**config.mk**
```make
export PLATFORM = sky130hd
export DESIGN_NAME = ooo_scoreboard
export DESIGN_NICKNAME = d
export VERILOG_FILES = /design/src/rtl/sb_pkg.sv /design/src/rtl/sb_fu_slot.sv /design/src/rtl/sb_regstat.sv /design/src/rtl/sb_wb_arb.sv /design/src/rtl/ooo_scoreboard.sv
export SDC_FILE = /design/constraint.sdc
export NUM_CORES = 1
export LEC_CHECK = 0
export ABC_AREA = 0
export BUFFER_PORTS_ARGS = -buffer_cell sky130_fd_sc_hd__buf_2
export CAP_MARGIN = 0
export CORE_MARGIN = 2
export CORE_UTILIZATION = 50
export CTS_CLUSTER_SIZE = 14
export DETAILED_ROUTE_END_ITERATION = 12
export PLACE_DENSITY = 0.66
export SLEW_MARGIN = 15
export SYNTH_ARGS = -nofsm -noshare
export SYNTH_HDL_FRONTEND = slang
export SYNTH_SLANG_ARGS = --single-unit
```
**constraint.sdc**
```tcl
create_clock -name clk -period 17.65 [get_ports clk]
set_input_delay 1.765 -clock clk [delete_from_list [all_inputs] [get_ports clk]]
set_output_delay 1.765 -clock clk [all_outputs]
set_load 0.005 [all_outputs]
```
**src/rtl/sb_pkg.sv**
```systemverilog
package sb_pkg;

  typedef enum logic [1:0] {
    CLS_MEM = 2'd0,
    CLS_MUL = 2'd1,
    CLS_ADD = 2'd2,
    CLS_DIV = 2'd3
  } fu_class_e;

  typedef enum logic [1:0] {
    PH_IDLE   = 2'd0,
    PH_WAIT   = 2'd1,
    PH_EXEC   = 2'd2,
    PH_RESULT = 2'd3
  } fu_phase_e;

  // Units are laid out by class: memory, multiply, add/subtract, divide.
  function automatic fu_class_e class_of(int idx, int n_mem, int n_mul, int n_add);
    if (idx < n_mem)                     return CLS_MEM;
    else if (idx < n_mem + n_mul)        return CLS_MUL;
    else if (idx < n_mem + n_mul + n_add) return CLS_ADD;
    else                                 return CLS_DIV;
  endfunction

  function automatic int lat_of(fu_class_e c, int l_mem, int l_mul, int l_add, int l_div);
    case (c)
      CLS_MEM: return l_mem;
      CLS_MUL: return l_mul;
      CLS_ADD: return l_add;
      default: return l_div;
    endcase
  endfunction

endpackage

```
**src/rtl/sb_fu_slot.sv**
```systemverilog
module sb_fu_slot #(
  parameter int RW  = 5,
  parameter int TW  = 3,
  parameter int CW  = 6,
  parameter int LAT = 2
) (
  input  logic          clk,
  input  logic          rst_n,
  input  logic          issue_en,
  input  logic [RW-1:0] iss_fi,
  input  logic [RW-1:0] iss_fj,
  input  logic [RW-1:0] iss_fk,
  input  logic [TW-1:0] iss_qj,
  input  logic [TW-1:0] iss_qk,
  input  logic          wb_en,
  input  logic [TW-1:0] wb_tag,
  input  logic          grant,
  output logic          busy,
  output logic          rd_fire,
  output logic          done_fire,
  output logic          result_rdy,
  output logic [RW-1:0] fi,
  output logic [RW-1:0] fj,
  output logic [RW-1:0] fk,
  output logic          rj,
  output logic          rk
);
  import sb_pkg::*;

  fu_phase_e     phase_q, phase_d;
  logic [RW-1:0] fi_q, fj_q, fk_q;
  logic [TW-1:0] qj_q, qj_d, qk_q, qk_d;
  logic          rj_q, rj_d, rk_q, rk_d;
  logic [CW-1:0] cnt_q, cnt_d;
  logic          fld_en, tag_en, cnt_en;

  assign fld_en = (phase_q == PH_IDLE) && issue_en;
  assign tag_en = fld_en || (phase_q == PH_WAIT);
  assign cnt_en = rd_fire || (phase_q == PH_EXEC);

  always_comb begin
    phase_d   = phase_q;
    qj_d      = qj_q;
    qk_d      = qk_q;
    rj_d      = rj_q;
    rk_d      = rk_q;
    cnt_d     = cnt_q;
    rd_fire   = 1'b0;
    done_fire = 1'b0;
    case (phase_q)
      PH_IDLE: begin
        if (issue_en) begin
          phase_d = PH_WAIT;
          qj_d    = iss_qj;
          qk_d    = iss_qk;
          rj_d    = (iss_qj == '0);
          rk_d    = (iss_qk == '0);
        end
      end
      PH_WAIT: begin
        if (wb_en && (qj_q != '0) && (qj_q == wb_tag)) begin
          qj_d = '0;
          rj_d = 1'b1;
        end
        if (wb_en && (qk_q != '0) && (qk_q == wb_tag)) begin
          qk_d = '0;
          rk_d = 1'b1;
        end
        if (rj_q && rk_q) begin
          rd_fire = 1'b1;
          phase_d = PH_EXEC;
          cnt_d   = CW'(LAT);
          rj_d    = 1'b0;
          rk_d    = 1'b0;
        end
      end
      PH_EXEC: begin
        if (cnt_q == CW'(1)) begin
          done_fire = 1'b1;
          phase_d   = PH_RESULT;
        end else begin
          cnt_d = cnt_q - CW'(1);
        end
      end
      default: begin
        if (grant) phase_d = PH_IDLE;
      end
    endcase
  end

  always_ff @(posedge clk or negedge rst_n) begin
    if (!rst_n) begin
      phase_q <= PH_IDLE;
    end else begin
      phase_q <= phase_d;
    end
  end

  always_ff @(posedge clk or negedge rst_n) begin
    if (!rst_n) begin
      fi_q <= '0;
      fj_q <= '0;
      fk_q <= '0;
    end else if (fld_en) begin
      fi_q <= iss_fi;
      fj_q <= iss_fj;
      fk_q <= iss_fk;
    end
  end

  always_ff @(posedge clk or negedge rst_n) begin
    if (!rst_n) begin
      qj_q <= '0;
      qk_q <= '0;
      rj_q <= 1'b0;
      rk_q <= 1'b0;
    end else if (tag_en) begin
      qj_q <= qj_d;
      qk_q <= qk_d;
      rj_q <= rj_d;
      rk_q <= rk_d;
    end
  end

  always_ff @(posedge clk or negedge rst_n) begin
    if (!rst_n) begin
      cnt_q <= '0;
    end else if (cnt_en) begin
      cnt_q <= cnt_d;
    end
  end

  assign busy       = (phase_q != PH_IDLE);
  assign result_rdy = (phase_q == PH_RESULT);
  assign fi         = fi_q;
  assign fj         = fj_q;
  assign fk         = fk_q;
  assign rj         = rj_q;
  assign rk         = rk_q;

  // Independent count of the cycles spent executing, for the latency check.
  logic [CW-1:0] age_q;
  always_ff @(posedge clk or negedge rst_n) begin
    if (!rst_n) begin
      age_q <= '0;
    end else if (rd_fire) begin
      age_q <= CW'(1);
    end else if (phase_q == PH_EXEC) begin
      age_q <= age_q + CW'(1);
    end
  end


  issue_idle_chk: assert property (@(posedge clk) disable iff (!rst_n)
    issue_en |-> !busy);


  ops_consumed_chk: assert property (@(posedge clk) disable iff (!rst_n)
    rd_fire |=> (!rj && !rk && busy));


  exec_len_chk: assert property (@(posedge clk) disable iff (!rst_n)
    done_fire |-> (age_q == CW'(LAT)));


  result_hold_chk: assert property (@(posedge clk) disable iff (!rst_n)
    (result_rdy && !grant) |=> result_rdy);

endmodule

```
**src/rtl/sb_regstat.sv**
```systemverilog
module sb_regstat #(
  parameter int RW = 5,
  parameter int TW = 3
) (
  input  logic          clk,
  input  logic          rst_n,
  input  logic          set_en,
  input  logic [RW-1:0] set_reg,
  input  logic [TW-1:0] set_tag,
  input  logic          clr_en,
  input  logic [RW-1:0] clr_reg,
  input  logic [RW-1:0] rd_a,
  input  logic [RW-1:0] rd_b,
  input  logic [RW-1:0] rd_c,
  output logic [TW-1:0] tag_a,
  output logic [TW-1:0] tag_b,
  output logic [TW-1:0] tag_c
);
  localparam int NREG = 2 ** RW;

  logic [NREG-1:0][TW-1:0] tag_q;

  for (genvar r = 0; r < NREG; r++) begin : g_ent
    logic          hit_set, hit_clr, en;
    logic [TW-1:0] nxt;
    assign hit_set = set_en && (set_reg == RW'(r));
    assign hit_clr = clr_en && (clr_reg == RW'(r));
    assign en      = hit_set || hit_clr;
    always_comb begin
      nxt = '0;
      if (hit_set) nxt = set_tag;
    end
    always_ff @(posedge clk or negedge rst_n) begin
      if (!rst_n) begin
        tag_q[r] <= '0;
      end else if (en) begin
        tag_q[r] <= nxt;
      end
    end
  end

  assign tag_a = tag_q[rd_a];
  assign tag_b = tag_q[rd_b];
  assign tag_c = tag_q[rd_c];


  no_waw_overwrite_chk: assert property (@(posedge clk) disable iff (!rst_n)
    set_en |-> (tag_q[set_reg] == '0));


  clear_owned_chk: assert property (@(posedge clk) disable iff (!rst_n)
    clr_en |-> (tag_q[clr_reg] != '0));

endmodule

```
**src/rtl/sb_wb_arb.sv**
```systemverilog
module sb_wb_arb #(
  parameter int NFU = 5,
  parameter int RW  = 5,
  parameter int UW  = 3
) (
  input  logic                    clk,
  input  logic                    rst_n,
  input  logic [NFU-1:0]          busy,
  input  logic [NFU-1:0]          result_rdy,
  input  logic [NFU-1:0][RW-1:0]  fi,
  input  logic [NFU-1:0][RW-1:0]  fj,
  input  logic [NFU-1:0][RW-1:0]  fk,
  input  logic [NFU-1:0]          rj,
  input  logic [NFU-1:0]          rk,
  output logic [NFU-1:0]          grant,
  output logic                    wb_valid,
  output logic [UW-1:0]           wb_idx
);
  logic [NFU-1:0] war_hold;
  logic [NFU-1:0] eligible;

  // A finished unit is held while another unit still owes a read of the old value.
  always_comb begin
    for (int u = 0; u < NFU; u++) begin
      war_hold[u] = 1'b0;
      for (int v = 0; v < NFU; v++) begin
        if ((v != u) && busy[v] &&
            ((rj[v] && (fj[v] == fi[u])) || (rk[v] && (fk[v] == fi[u]))))
          war_hold[u] = 1'b1;
      end
    end
  end

  assign eligible = result_rdy & ~war_hold;

  always_comb begin
    grant    = '0;
    wb_valid = 1'b0;
    wb_idx   = '0;
    for (int u = 0; u < NFU; u++) begin
      if (eligible[u] && !wb_valid) begin
        wb_valid = 1'b1;
        wb_idx   = UW'(u);
        grant[u] = 1'b1;
      end
    end
  end


  single_wb_chk: assert property (@(posedge clk) disable iff (!rst_n)
    $onehot0(grant));


  grant_finished_chk: assert property (@(posedge clk) disable iff (!rst_n)
    ((grant & ~result_rdy) == '0));

endmodule

```
**src/rtl/ooo_scoreboard.sv**
```systemverilog
module ooo_scoreboard #(
  parameter int RW      = 5,
  parameter int N_MEM   = 1,
  parameter int N_MUL   = 2,
  parameter int N_ADD   = 1,
  parameter int N_DIV   = 1,
  parameter int LAT_MEM = 1,
  parameter int LAT_MUL = 10,
  parameter int LAT_ADD = 2,
  parameter int LAT_DIV = 40,
  localparam int NFU    = N_MEM + N_MUL + N_ADD + N_DIV,
  localparam int UW     = (NFU > 1) ? $clog2(NFU) : 1
) (
  input  logic           clk,
  input  logic           rst_n,
  input  logic           ins_valid,
  input  logic [1:0]     ins_class,
  input  logic [RW-1:0]  ins_dst,
  input  logic [RW-1:0]  ins_src_j,
  input  logic [RW-1:0]  ins_src_k,
  output logic           ins_ready,
  output logic [UW-1:0]  iss_unit,
  output logic [NFU-1:0] fu_start,
  output logic [NFU-1:0] fu_done,
  output logic           wb_valid,
  output logic [UW-1:0]  wb_unit,
  output logic [RW-1:0]  wb_reg
);
  import sb_pkg::*;

  localparam int TW      = $clog2(NFU + 1);
  localparam int LAT_A   = (LAT_MEM > LAT_MUL) ? LAT_MEM : LAT_MUL;
  localparam int LAT_B   = (LAT_ADD > LAT_DIV) ? LAT_ADD : LAT_DIV;
  localparam int LAT_MAX = (LAT_A > LAT_B) ? LAT_A : LAT_B;
  localparam int CW      = $clog2(LAT_MAX + 1);

  // Reset: asserted asynchronously, released on a clock edge.
  logic [1:0] rst_sync_q;
  logic       rst_core_n;
  always_ff @(posedge clk or negedge rst_n) begin
    if (!rst_n) rst_sync_q <= 2'b00;
    else        rst_sync_q <= {rst_sync_q[0], 1'b1};
  end
  assign rst_core_n = rst_sync_q[1];

  logic [NFU-1:0][1:0]    unit_cls;
  logic [NFU-1:0]         slot_busy, slot_rdy, slot_grant, slot_issue;
  logic [NFU-1:0][RW-1:0] slot_fi, slot_fj, slot_fk;
  logic [NFU-1:0]         slot_rj, slot_rk;
  logic [TW-1:0]          tag_dst, tag_j, tag_k, qj_iss, qk_iss, wb_tag;
  logic [UW-1:0]          pick_idx, wb_idx;
  logic                   pick_found, waw_stall, issue_go, wb_go;

  // Issue: lowest idle unit of the requested class, no pending writer of the destination.
  always_comb begin
    pick_found = 1'b0;
    pick_idx   = '0;
    for (int i = 0; i < NFU; i++) begin
      if (!pick_found && (unit_cls[i] == ins_class) && !slot_busy[i]) begin
        pick_found = 1'b1;
        pick_idx   = UW'(i);
      end
    end
  end

  assign waw_stall = (tag_dst != '0);
  assign issue_go  = ins_valid && pick_found && !waw_stall;
  assign wb_tag    = TW'(wb_idx) + TW'(1);

  // The write-back of this cycle is seen first by an issuing instruction.
  assign qj_iss = (wb_go && (tag_j == wb_tag)) ? '0 : tag_j;
  assign qk_iss = (wb_go && (tag_k == wb_tag)) ? '0 : tag_k;

  for (genvar g = 0; g < NFU; g++) begin : g_unit
    localparam fu_class_e SLOT_CLS = class_of(g, N_MEM, N_MUL, N_ADD);
    localparam int SLOT_LAT = lat_of(SLOT_CLS, LAT_MEM, LAT_MUL, LAT_ADD, LAT_DIV);

    assign unit_cls[g]   = SLOT_CLS;
    assign slot_issue[g] = issue_go && (pick_idx == UW'(g));

    sb_fu_slot #(
      .RW(RW), .TW(TW), .CW(CW), .LAT(SLOT_LAT)
    ) i_slot (
      .clk       (clk),
      .rst_n     (rst_core_n),
      .issue_en  (slot_issue[g]),
      .iss_fi    (ins_dst),
      .iss_fj    (ins_src_j),
      .iss_fk    (ins_src_k),
      .iss_qj    (qj_iss),
      .iss_qk    (qk_iss),
      .wb_en     (wb_go),
      .wb_tag    (wb_tag),
      .grant     (slot_grant[g]),
      .busy      (slot_busy[g]),
      .rd_fire   (fu_start[g]),
      .done_fire (fu_done[g]),
      .result_rdy(slot_rdy[g]),
      .fi        (slot_fi[g]),
      .fj        (slot_fj[g]),
      .fk        (slot_fk[g]),
      .rj        (slot_rj[g]),
      .rk        (slot_rk[g])
    );
  end

  sb_wb_arb #(.NFU(NFU), .RW(RW), .UW(UW)) i_arb (
    .clk       (clk),
    .rst_n     (rst_core_n),
    .busy      (slot_busy),
    .result_rdy(slot_rdy),
    .fi        (slot_fi),
    .fj        (slot_fj),
    .fk        (slot_fk),
    .rj        (slot_rj),
    .rk        (slot_rk),
    .grant     (slot_grant),
    .wb_valid  (wb_go),
    .wb_idx    (wb_idx)
  );

  sb_regstat #(.RW(RW), .TW(TW)) i_regstat (
    .clk    (clk),
    .rst_n  (rst_core_n),
    .set_en (issue_go),
    .set_reg(ins_dst),
    .set_tag(TW'(pick_idx) + TW'(1)),
    .clr_en (wb_go),
    .clr_reg(wb_reg),
    .rd_a   (ins_dst),
    .rd_b   (ins_src_j),
    .rd_c   (ins_src_k),
    .tag_a  (tag_dst),
    .tag_b  (tag_j),
    .tag_c  (tag_k)
  );

  assign ins_ready = issue_go;
  assign iss_unit  = pick_idx;
  assign wb_valid  = wb_go;
  assign wb_unit   = wb_idx;
  assign wb_reg    = slot_fi[wb_idx];


  issue_claims_unit_chk: assert property (@(posedge clk) disable iff (!rst_core_n)
    ins_ready |=> slot_busy[$past(iss_unit)]);


  wb_frees_unit_chk: assert property (@(posedge clk) disable iff (!rst_core_n)
    wb_valid |=> !slot_busy[$past(wb_unit)]);


  no_start_on_issue_chk: assert property (@(posedge clk) disable iff (!rst_core_n)
    ins_ready |-> !fu_start[iss_unit]);

endmodule

```
==> results.cfg <==
[pwr]
p_sw_share_pct = 38.8
combPwrFrac_pct = 34.1
power_switching_mw = 0.896
irDropWorstVdd_uv = 80.0
seqPwrFrac_pct = 36.5
internal_power_mw = 1.41
power.leakage_nw = 8.48
clkPwrFrac_pct = 29.4
power_density_nw_per_um2 = 122

[route]
drcViolationCount = 0
vias = 14400
postRouteAntennaNets = 0
avgViaCountPerCell = 6.45
drt_iter0_drc = 1409
wl_per_cell_um = 24.1
drt_first_pass_iters = 5
drt_wl_total_mm = 53.9

[synth]
synth_cells = 1834
syn_nets = 1893
netlist_area_sq_um = 17700
ys_types = 90
ys_seq_elements = 253
yosysWarnings = 0
ys.flop_type = dfrtp_1
synth-edff-count = 0
async_reset_ff_share_pct = 100
syn_avg_cell_area_sq_um = 9.67
seq_area_frac_synth_pct = 35.7

[clock_tree]
clk_pin_slew_ns = 0.06
cts_resized = 0
clkLatencyLatePin_ns = 0.59
cts_buffer_depth = 3
cts_tree = done
post-cts-setup-buffers = 0
htree_levels = 1
cts.sinks = 253
cts_root_buffer = clkbuf_16
ctsHoldBuffers = 0
cts_made_buffers = 30

[worst_setup_path]
endpoint_kind = primary output
cp_data_required_time_ns = 15.88
critical_path.startpoint_type = flip-flop
crit_arrival_ns = 4.61
worstSetupPathType = flip-flop to primary output
cp_max_fo = 13

[finish]
final_cell_mix = dfrtp_1, nor2_1, a21oi_1
synthToLayoutAreaGrowth_pct = 6.49
nets = 1816
final_util_pct = 54.4
final_common_cell = dfrtp_1
drive_gt1_share_pct = 16.4
antennaDiodeCount = 0

[global_route]
track_usage_pct = 30.0
grt_max_degree = 166
grt_first_pass_wirelength_mm = 84.2
grt_overflow_total = 0
first_global_vias = 14200
grt_antenna_before_repair = 0

[sta]
max_freq_mhz = 157
finalWorstSetupSlack_ns = 11.27
period_share_pct = 36.1
tightest_slew_ns = 1.12
slew_headroom_pct = 25.3
setup_viol_count_final = 0
fin_tns_setup_ns = 0
finalHoldViolations = 0
final-max-slew-violation-count = 0
post-route-min-period_ns = 6.38
rsz0062_at_grt = false
fin_worst_skew_ns = 0.0118

[floorplan]
core_sq_um = 34700
std_cell_rows = 68
die_y_um = 192
initial_utilization_pct = 51.1
dieArea_sq_um = 37000
die_w_um = 192
io_pins = 43

[placement]
dp_hpwl_mm = 37.4
portBuffers = 42
place_congestion = 0.959
place_ws_ns = 11.21

[worst_hold_path]
hold_path_class = flip-flop to asynchronous set/reset pin

[job]
max-cap-violations = 0

[run_status]
status = finished clean
[critical path, cell delays in order (launching register included)]
cell,delay (ns)
dfrtp_1,0.42
inv_1,0.09
ha_1,0.40
nor2b_1,0.41
o221ai_1,0.21
or4_1,0.58
o311ai_1,0.12
or4_1,0.45
mux2i_4,0.38
a22oi_1,0.19
o31ai_4,0.56
buf_2,0.21
[flip-flops by register name, indices dropped and copies added (netlist names)]
signal / cells
g_unit.i_slot.qj_q: 15
g_unit.i_slot.fj: 25
g_unit.i_slot.fk: 25
g_unit.i_slot.phase_q: 10
i_regstat.tag_q: 96
rst_sync_q: 2
g_unit.i_slot.qk_q: 15
g_unit.i_slot.fi: 25
g_unit.i_slot.cnt_q: 30
g_unit.i_slot.rj: 5
g_unit.i_slot.rk: 5
[synthesized netlist by cell type (37+ instances only)]
library cell | n | area (sq um)
nor2_1 | 191 | 717
xor2_1 | 116 | 1020
mux4_2 | 64 | 1440
nand3_1 | 51 | 255
ha_1 | 39 | 488
nor4_1 | 43 | 269
clkbuf_1 | 66 | 248
inv_1 | 69 | 259
xnor2_1 | 123 | 1080
buf_4 | 37 | 278
o21ai_0 | 63 | 315
nand2_1 | 109 | 409
a21oi_1 | 131 | 656
dfrtp_1 | 253 | 6330
mux2_2 | 67 | 754
nor3_1 | 47 | 235
[stage by stage]
stage / power [mW] / cell area (sq um) / hold WS, ns / cells
2_1_floorplan: 1.41 / 17700 / 0.331 / 1834
3_3_place_gp: 1.60 / 17800 / 0.337 / 2180
3_5_place_dp: 1.62 / 17800 / 0.339 / 2180
4_1_cts: 2.30 / 18900 / 0.346 / 2236
5_1_grt: 2.43 / 18900 / 0.365 / 2236
6_report: 2.31 / 18900 / 0.317 / 2236
[cell type report]
class                           instances  area [sq um]
Timing Repair Buffer                   54           313
Inverter                               73           274
Tap cell                              455           569
Multi-Input combinational cell       1345         10300
Clock buffer                           41           863
Fill cell                            3131         15800
Clock inverter                         15           221
Sequential cell                       253          6330
[metal layers]
| metal | vias up | routed length [um] | global-route usage, % |
|---|---|---|---|
| li1 | 6372 | - | - |
| met1 | 7155 | 22200 | 41.1 |
| met2 | 742 | 24400 | 46.4 |
| met3 | 149 | 5070 | 5.91 |
| met4 | 0 | 2190 | 12.8 |
| met5 | - | 0 | 0 |
[power groups by stage]
stage / Combinational [mW] / Clock, mW / Sequential, mW
3_3_place_gp: 0.757 / 0 / 0.845
3_5_place_dp: 0.773 / 0 / 0.848
4_1_cts: 0.776 / 0.687 / 0.839
6_report: 0.787 / 0.678 / 0.843
5_1_grt: 0.859 / 0.713 / 0.855
2_1_floorplan: 0.678 / 0 / 0.735
[cells by family (layout without fill, tap and decap cells)]
family / Yosys count / count (layout) / share of synthesized area [%]
buffers and inverters: 236 / 183 / 6.19
and+or+nand+nor: 572 / 572 / 17.2
muxes: 150 / 150 / 13.5
DFF: 253 / 253 / 35.7
adders and majority gates: 39 / 39 / 2.75
AOI/OAI and AO/OA: 342 / 342 / 12.5
xor gates and xnor gates: 241 / 241 / 12.1
other: 1 / 1 / 0.0211
[final timing paths]
kind / start / slack, ns / endpoint / cells past startpoint
worst min-delay path: rst_sync_q[1] / 0.32 / i_regstat.tag_q[84] / 0
min in group clk: rst_sync_q[0] / 0.36 / rst_sync_q[1] / 0
worst max register to register: g_unit[4].i_slot.phase_q[0] / 11.61 / g_unit[4].i_slot.qk_q[0] / 18
worst min register to register: rst_sync_q[1] / 0.32 / i_regstat.tag_q[84] / 0
max in group asynchronous: rst_sync_q[1] / 15.40 / g_unit[2].i_slot.phase_q[0] / 2
worst max-delay path: g_unit[4].i_slot.phase_q[0] / 11.27 / wb_reg[2] / 11
(Power assumes the default switching activity.)
